===== src/rtl/tmr_pkg.sv =====
package tmr_pkg;

    localparam int DATA_W     = 16;
    localparam int CODE_W     = 4;
    localparam int MAX_CODE   = 8;
    localparam int BANK_LSB   = 7;

    localparam int BIT_IE     = 8;
    localparam int BIT_EN     = 5;
    localparam int BIT_OS     = 4;
    localparam int BIT_FLAG   = 0;

    typedef enum logic [1:0] {
        REG_CTRL  = 2'd0,
        REG_STAT  = 2'd1,
        REG_LOAD  = 2'd2,
        REG_COUNT = 2'd3
    } reg_sel_e;

    typedef enum logic {
        CH_STOP = 1'b0,
        CH_RUN  = 1'b1
    } ch_state_e;

endpackage


===== src/rtl/tmr_prescaler.sv =====
module tmr_prescaler
    import tmr_pkg::*;
#(
    parameter int MAX_LOG = MAX_CODE,
    parameter int CW      = CODE_W
) (
    input  logic          clk,
    input  logic          rst_n,
    input  logic          run,
    input  logic [CW-1:0] code,
    output logic          tick
);

    localparam int PCNT_W = MAX_LOG;

    logic [PCNT_W-1:0] pcnt_q;
    logic [PCNT_W-1:0] mask;
    logic [CW-1:0]     eff_code;

    // codes above the largest supported one saturate to it
    always_comb begin
        if (int'(code) > MAX_LOG) eff_code = CW'(MAX_LOG);
        else                      eff_code = code;
    end

    genvar g;
    generate
        for (g = 0; g < PCNT_W; g++) begin : g_mask
            assign mask[g] = (int'(eff_code) > g);
        end
    endgenerate

    assign tick = run && ((pcnt_q & mask) == mask);

    always_ff @(posedge clk) begin
        if (!rst_n)    pcnt_q <= '0;
        else if (!run) pcnt_q <= '0;
        else           pcnt_q <= pcnt_q + 1'b1;
    end

    // prescaler phase is cleared whenever the channel is stopped
    p_idle_clear_r4: assert property (@(posedge clk) disable iff (!rst_n)
        !run |=> (pcnt_q == '0));

    // with divide-by-1 every running cycle ticks
    p_div1_every_r4: assert property (@(posedge clk) disable iff (!rst_n)
        (run && $past(run) && code == '0) |-> tick);

endmodule


===== src/rtl/tmr_channel.sv =====
module tmr_channel
    import tmr_pkg::*;
#(
    parameter int DW = DATA_W
) (
    input  logic          clk,
    input  logic          rst_n,
    input  logic          wr_ctrl,
    input  logic          wr_stat,
    input  logic          wr_load,
    input  logic [DW-1:0] wdata,
    output logic [DW-1:0] ctrl_rd,
    output logic [DW-1:0] stat_rd,
    output logic [DW-1:0] load_rd,
    output logic [DW-1:0] count_rd,
    output logic          irq
);

    ch_state_e         state_q, state_nx;
    logic              ie_q, os_q;
    logic [CODE_W-1:0] code_q;
    logic [DW-1:0]     load_q, count_q, count_nx, cnt_inc;
    logic              flag_q, flag_nx;
    logic              pend_q, pend_nx;
    logic              tick, hit, start;

    tmr_prescaler #(.MAX_LOG(MAX_CODE), .CW(CODE_W)) i_presc (
        .clk  (clk),
        .rst_n(rst_n),
        .run  (state_q == CH_RUN),
        .code (code_q),
        .tick (tick)
    );

    assign cnt_inc = count_q + 1'b1;
    assign hit     = (state_q == CH_RUN) && tick && (cnt_inc == load_q);

    // state register
    always_ff @(posedge clk) begin
        if (!rst_n) state_q <= CH_STOP;
        else        state_q <= state_nx;
    end

    // transitions: start, halt, one-shot expiry
    always_comb begin
        state_nx = state_q;
        unique case (state_q)
            CH_STOP: if (wr_ctrl && wdata[BIT_EN]) state_nx = CH_RUN;
            CH_RUN: begin
                if (wr_ctrl)          state_nx = wdata[BIT_EN] ? CH_RUN : CH_STOP;
                else if (hit && os_q) state_nx = CH_STOP;
            end
            default: state_nx = CH_STOP;
        endcase
    end

    assign start = (state_q == CH_STOP) && (state_nx == CH_RUN);

    // datapath next values
    always_comb begin
        count_nx = count_q;
        if (start && pend_q)                    count_nx = '0;
        else if (state_q == CH_RUN && tick)     count_nx = hit ? '0 : cnt_inc;

        flag_nx = flag_q;
        if (hit)                                flag_nx = 1'b1;
        else if (wr_stat && wdata[BIT_FLAG])    flag_nx = 1'b0;

        pend_nx = pend_q;
        if (wr_load)                            pend_nx = 1'b1;
        else if (start)                         pend_nx = 1'b0;
    end

    always_ff @(posedge clk) begin
        if (!rst_n) begin
            ie_q    <= 1'b0;
            os_q    <= 1'b0;
            code_q  <= '0;
            load_q  <= '0;
            count_q <= '0;
            flag_q  <= 1'b0;
            pend_q  <= 1'b0;
        end else begin
            if (wr_ctrl) begin
                ie_q   <= wdata[BIT_IE];
                os_q   <= wdata[BIT_OS];
                code_q <= wdata[CODE_W-1:0];
            end
            if (wr_load) load_q <= wdata;
            count_q <= count_nx;
            flag_q  <= flag_nx;
            pend_q  <= pend_nx;
        end
    end

    // outputs
    always_comb begin
        ctrl_rd                = '0;
        ctrl_rd[BIT_IE]        = ie_q;
        ctrl_rd[BIT_EN]        = (state_q == CH_RUN);
        ctrl_rd[BIT_OS]        = os_q;
        ctrl_rd[CODE_W-1:0]    = code_q;
        stat_rd                = '0;
        stat_rd[BIT_FLAG]      = flag_q;
        load_rd                = load_q;
        count_rd               = count_q;
        irq                    = flag_q && ie_q;
    end

    p_flag_hold_r9: assert property (@(posedge clk) disable iff (!rst_n)
        (flag_q && !(wr_stat && wdata[BIT_FLAG])) |=> flag_q);

    p_flag_cause_r6: assert property (@(posedge clk) disable iff (!rst_n)
        $rose(flag_q) |-> $past(state_q == CH_RUN));

    p_wrap_zero_r6: assert property (@(posedge clk) disable iff (!rst_n)
        hit |=> (count_q == '0 && flag_q));

    p_oneshot_halt_r8: assert property (@(posedge clk) disable iff (!rst_n)
        (hit && os_q && !wr_ctrl) |=> (state_q == CH_STOP && count_q == '0));

    p_freeze_r11: assert property (@(posedge clk) disable iff (!rst_n)
        (state_q == CH_STOP && !wr_ctrl) |=> $stable(count_q));

    p_irq_drop_r10: assert property (@(posedge clk) disable iff (!rst_n)
        (wr_stat && wdata[BIT_FLAG] && !hit) |=> !irq);

endmodule


===== src/rtl/tmr_regbus.sv =====
module tmr_regbus
    import tmr_pkg::*;
#(
    parameter int NCH = 2,
    parameter int AW  = 9,
    parameter int DW  = DATA_W
) (
    input  logic                    clk,
    input  logic                    rst_n,
    input  logic                    bus_sel,
    input  logic                    bus_wr,
    input  logic [AW-1:0]           bus_addr,
    input  logic [NCH-1:0][DW-1:0]  ctrl_rd,
    input  logic [NCH-1:0][DW-1:0]  stat_rd,
    input  logic [NCH-1:0][DW-1:0]  load_rd,
    input  logic [NCH-1:0][DW-1:0]  count_rd,
    output logic [NCH-1:0]          wr_ctrl,
    output logic [NCH-1:0]          wr_stat,
    output logic [NCH-1:0]          wr_load,
    output logic [DW-1:0]           bus_rdata
);

    localparam int BANK_W = AW - BANK_LSB;

    logic [BANK_W-1:0] bank;
    logic              in_slot;
    reg_sel_e          rsel;
    logic [NCH-1:0]    ch_hit;

    assign bank    = bus_addr[AW-1:BANK_LSB];
    assign in_slot = (bus_addr[BANK_LSB-1:4] == '0) && (bus_addr[1:0] == 2'b00);
    assign rsel    = reg_sel_e'(bus_addr[3:2]);

    genvar g;
    generate
        for (g = 0; g < NCH; g++) begin : g_dec
            assign ch_hit[g]  = bus_sel && in_slot && (int'(bank) == g + 1);
            assign wr_ctrl[g] = ch_hit[g] && bus_wr && (rsel == REG_CTRL);
            assign wr_stat[g] = ch_hit[g] && bus_wr && (rsel == REG_STAT);
            assign wr_load[g] = ch_hit[g] && bus_wr && (rsel == REG_LOAD);
        end
    endgenerate

    always_comb begin
        bus_rdata = '0;
        for (int i = 0; i < NCH; i++) begin
            if (ch_hit[i]) begin
                case (rsel)
                    REG_CTRL:  bus_rdata = ctrl_rd[i];
                    REG_STAT:  bus_rdata = stat_rd[i];
                    REG_LOAD:  bus_rdata = load_rd[i];
                    default:   bus_rdata = count_rd[i];
                endcase
            end
        end
    end

    // at most one register is written per access
    p_one_strobe_r1: assert property (@(posedge clk) disable iff (!rst_n)
        $onehot0({wr_ctrl, wr_stat, wr_load}));

    // no write strobe without a bus write
    p_strobe_needs_wr_r1: assert property (@(posedge clk) disable iff (!rst_n)
        !(bus_sel && bus_wr) |-> ({wr_ctrl, wr_stat, wr_load} == '0));

endmodule


===== src/rtl/twin_interval_timer.sv =====
module twin_interval_timer
    import tmr_pkg::*;
#(
    parameter int NUM_CH = 2,
    parameter int ADDR_W = $clog2((NUM_CH + 1) << BANK_LSB)
) (
    input  logic              clk,
    input  logic              rst_n,
    input  logic              bus_sel,
    input  logic              bus_wr,
    input  logic [ADDR_W-1:0] bus_addr,
    input  logic [DATA_W-1:0] bus_wdata,
    output logic [DATA_W-1:0] bus_rdata,
    output logic [NUM_CH-1:0] irq
);

    logic [NUM_CH-1:0][DATA_W-1:0] ctrl_rd, stat_rd, load_rd, count_rd;
    logic [NUM_CH-1:0]             wr_ctrl, wr_stat, wr_load;

    tmr_regbus #(.NCH(NUM_CH), .AW(ADDR_W), .DW(DATA_W)) i_regbus (
        .clk      (clk),
        .rst_n    (rst_n),
        .bus_sel  (bus_sel),
        .bus_wr   (bus_wr),
        .bus_addr (bus_addr),
        .ctrl_rd  (ctrl_rd),
        .stat_rd  (stat_rd),
        .load_rd  (load_rd),
        .count_rd (count_rd),
        .wr_ctrl  (wr_ctrl),
        .wr_stat  (wr_stat),
        .wr_load  (wr_load),
        .bus_rdata(bus_rdata)
    );

    genvar g;
    generate
        for (g = 0; g < NUM_CH; g++) begin : g_ch
            tmr_channel #(.DW(DATA_W)) i_ch (
                .clk     (clk),
                .rst_n   (rst_n),
                .wr_ctrl (wr_ctrl[g]),
                .wr_stat (wr_stat[g]),
                .wr_load (wr_load[g]),
                .wdata   (bus_wdata),
                .ctrl_rd (ctrl_rd[g]),
                .stat_rd (stat_rd[g]),
                .load_rd (load_rd[g]),
                .count_rd(count_rd[g]),
                .irq     (irq[g])
            );

            // a channel's load only changes through its own strobe
            p_load_isolated_r12: assert property (@(posedge clk) disable iff (!rst_n)
                !wr_load[g] |=> $stable(load_rd[g]));
        end
    endgenerate

endmodule


===== config.mk =====
export PLATFORM = sky130hd
export DESIGN_NAME = twin_interval_timer
export DESIGN_NICKNAME = d
export VERILOG_FILES = /design/src/rtl/tmr_pkg.sv /design/src/rtl/tmr_prescaler.sv /design/src/rtl/tmr_channel.sv /design/src/rtl/tmr_regbus.sv /design/src/rtl/twin_interval_timer.sv
export SDC_FILE = /design/constraint.sdc
export NUM_CORES = 1
export LEC_CHECK = 0
export BUFFER_PORTS_ARGS = -buffer_cell sky130_fd_sc_hd__buf_4
export CAP_MARGIN = 15
export CORE_AREA = 4 4 138 140
export DETAILED_ROUTE_END_ITERATION = 7
export DIE_AREA = 0 0 142 144
export PLACE_DENSITY = 0.54
export SLEW_MARGIN = 20
export SYNTH_ARGS = -nofsm -noshare
export SYNTH_HDL_FRONTEND = slang
export SYNTH_SLANG_ARGS = --single-unit

===== constraint.sdc =====
create_clock -name clk -period 5.65 [get_ports clk]
set_clock_uncertainty 0.1 [all_clocks]
set_input_delay 0.565 -clock clk [delete_from_list [all_inputs] [get_ports clk]]
set_output_delay 0.565 -clock clk [all_outputs]
set_load 0.005 [all_outputs]

==> metrics.csv <==
metric,value,unit
status,completed,
r2r_end,g_ch[1].i_ch.count_rd[6]$_SDFFE_PP0P_,
p_comb_share,8.4,%
synth.cell_area,6160,um^2
setup_viol,0,
cp-start-kind,flop,
cts.sinks,98,
synth_warnings,0,
power_frac_seq,47.0,%
critPathCaptureType,flop,
synth_cell_types,76,
die_w,142,um
clkPwrFrac,44.7,%
ff2ff_path_depth,8,
wl,16.8,mm
crit_path_max_fanout,12,
rsz0062_at_grt,no,
maxCapViolations,0,
synthTopCellsByArea,"dfxtp_1 (32%), nand2_1 (8.2%), a21boi_0 (5.0%)",
place.gp.congestion,0.851,
timing.fmax,315,MHz
min_path_type,primary input to flop,
drc_errors,0,
layout-drive-gt1-share,14.6,%
start_util,34.5,%
clockBufferDepth,2,
r2r_start,g_ch[1].i_ch.count_rd[0]$_SDFFE_PP0P_,
n_antenna_cell,0,
row_count,49,
core,17800,um^2
ant_nets,0,
syn-instance-count,743,
die_h,144,um
synth_edf_count,0,
ioPinCount,47,
gr-total-overflow,0,
final_util,38.2,%
min_period,3.17,ns
cts_buffers,9,
via_count,5335,
synth_async_sr_flop_share,0,%
synthesis.nets,776,
post-place-ws,2.34,ns
slew_viol_final,0,
worst_slack,2.48,ns
min_to,g_ch[1].i_ch.load_rd[10]$_SDFFE_PN0P_,
max-slew-margin-rel,28.4,%
setup_tns,0,ns
grt_max_degree,58,
grt_pass1_vias,5016,
hold_path_depth,3,
synth_top_area_share,31.8,%
cts_resized,0,
antenna_found_initial,0,
arrival,3.31,ns
vias_per_cell,5.42,
syn_area_per_cell,8.29,um^2
power.switching,0.000388,W
worstHoldStart,bus_wdata[10],
tightest_slew,1.07,ns
die_area,20400,um^2
rrSetupSlack,2.48,ns
port_buffers,46,
wl_per_cell,17.1,um
ir_worst_vdd,0.000157,V
synth_top_cell_by_area,dfxtp_1,
postCtsSetupRepairBufs,0,
cts_hold_buf,0,
leakagePower,2.35,nW
finalNetCount,784,
cp_data_required_time,5.79,ns
synth-main-ff-cell,dfxtp_1,
dpl.hpwl,12.2,mm
cts_tree,yes,
clk_latency,0.36,ns
p_int,0.00116,W
synth-seq-cells,98,
ys_seq_area_share,31.8,%
dr.pass1.iters,5,
cts_root_buffer,clkbuf_16,
setup.worst_path.class,flop to flop,
syn2layout_area_growth,10.6,%
drt_iter0_drc,502,
cts.clk_slew.worst_paths,0.07,ns
grt_pass1_wl,27.1,mm
swShare,25.0,%
power.density,227,nW/um^2
grt_usage,16.5,%
hold_viol_final,0,
p_total,0.00155,W
finalCritPeriodShare,56.1,%
htree_levels,3,
==> how the worst max path moves through the flow <==
stage	slack (ns)	endpoint	cells after the start	from
2_1_floorplan	2.93	g_ch[1].i_ch.count_rd[9]$_SDFFE_PP0P_	10	g_ch[1].i_ch.count_rd[0]$_SDFFE_PP0P_
3_3_place_gp	2.40	g_ch[1].i_ch.count_rd[14]$_SDFFE_PP0P_	8	bus_addr[2]
3_5_place_dp	2.34	g_ch[1].i_ch.count_rd[14]$_SDFFE_PP0P_	8	bus_addr[2]
4_1_cts	2.44	g_ch[1].i_ch.count_rd[6]$_SDFFE_PP0P_	8	g_ch[1].i_ch.count_rd[0]$_SDFFE_PP0P_
5_1_grt	2.23	g_ch[0].i_ch.state_q$_SDFF_PN0_	8	g_ch[0].i_ch.count_rd[0]$_SDFFE_PP0P_
6_report	2.48	g_ch[1].i_ch.count_rd[6]$_SDFFE_PP0P_	8	g_ch[1].i_ch.count_rd[0]$_SDFFE_PP0P_
==> per-stage QoR <==
stage,hold slack [ns],instance area [um^2],cells
3_5_place_dp,0.368,6490,969
4_1_cts,0.370,6810,985
2_1_floorplan,0.333,6160,743
5_1_grt,0.388,6820,985
3_3_place_gp,0.360,6490,969
6_report,0.378,6820,985
==> cells by family (layout without fill, tap and decap cells) <==
family	after synthesis	count (layout)	synth area share, %
buffers and inverters	66	79	6.19
AO/OA/AOI/OAI	156	156	17.9
multiplexers	39	39	7.01
adder cells (fa/ha/maj)	4	4	0.812
flip-flops	98	98	31.8
AND/OR/NAND/NOR	315	315	27.0
XOR/XNOR	65	65	9.24
==> Yosys cell counts, types with 4 or more instances <==
cell,number
nand2_1,134
and2_1,6
nand2b_1,7
nor4_1,12
a21oi_1,18
a22oi_1,14
ha_1,4
xor2_1,30
a21boi_0,41
and3_1,8
o22ai_1,20
clkbuf_8,6
dfxtp_1,98
nor3_1,10
mux2i_1,24
buf_2,8
nor2b_1,9
a221o_1,5
and2_2,5
a31oi_1,4
xnor2_1,35
o21a_1,4
nor2_1,40
or3_1,7
nor3b_1,6
mux2_2,13
nand4_1,13
a22o_1,4
a211oi_1,4
or4_1,4
clkbuf_1,25
nand3_1,21
buf_6,7
o21ai_0,17
inv_1,14
==> area by class of cell <==
type | count | area [um^2]
clock buffers | 10 | 239
multi-input cells | 579 | 3820
inverters | 14 | 52.6
well taps | 229 | 287
fillers | 1864 | 11000
repair buffers | 49 | 368
clock inverters | 6 | 87.6
flip-flops and latches | 98 | 1960
==> layout by cell type (no fill, tap or decap), types with 14 or more instances in the layout <==
cell type / instances
nand2_1: 134
dfxtp_1: 98
buf_4: 49
a21boi_0: 41
nor2_1: 39
xnor2_1: 35
xor2_1: 30
mux2i_1: 24
nand3_1: 21
o22ai_1: 20
a21oi_1: 18
o21ai_0: 17
inv_1: 14
a22oi_1: 14
==> sequential cells by signal (all words and copies together) (netlist names), 8 cells and up <==
| register | count |
|---|---|
| g_ch.i_ch.count_rd | 32 |
| g_ch.i_ch.load_rd | 32 |
| g_ch.i_ch.i_presc.pcnt_q | 16 |
| g_ch.i_ch.code_q | 8 |
==> power by group through the flow <==
stage	combinational, W	clock [W]	sequential (W)
floorplan	0.000108	0	0.000725
global placement	0.000129	0	0.000743
global route	0.000141	0.000732	0.000730
CTS	0.000129	0.000710	0.000727
finish	0.000129	0.000692	0.000728
detailed placement	0.000128	0	0.000743
==> critical path, stage by stage (launching register included) <==
cell and delay, ns:
dfxtp_1 0.45, ha_1 0.30, nand3_4 0.15, or3_1 0.39, a2111oi_2 0.42, nand4_1 0.11
or4_1 0.77, nand2_4 0.24, o211ai_1 0.11
==> layer usage <==
layer  share of wire, %  track usage [%]
met5                  0                0
met4                2.2             5.05
met3                3.7             3.67
met1                 48             22.2
met2                 46             26.3
No activity file was read; power rests on OpenSTA's default activity.
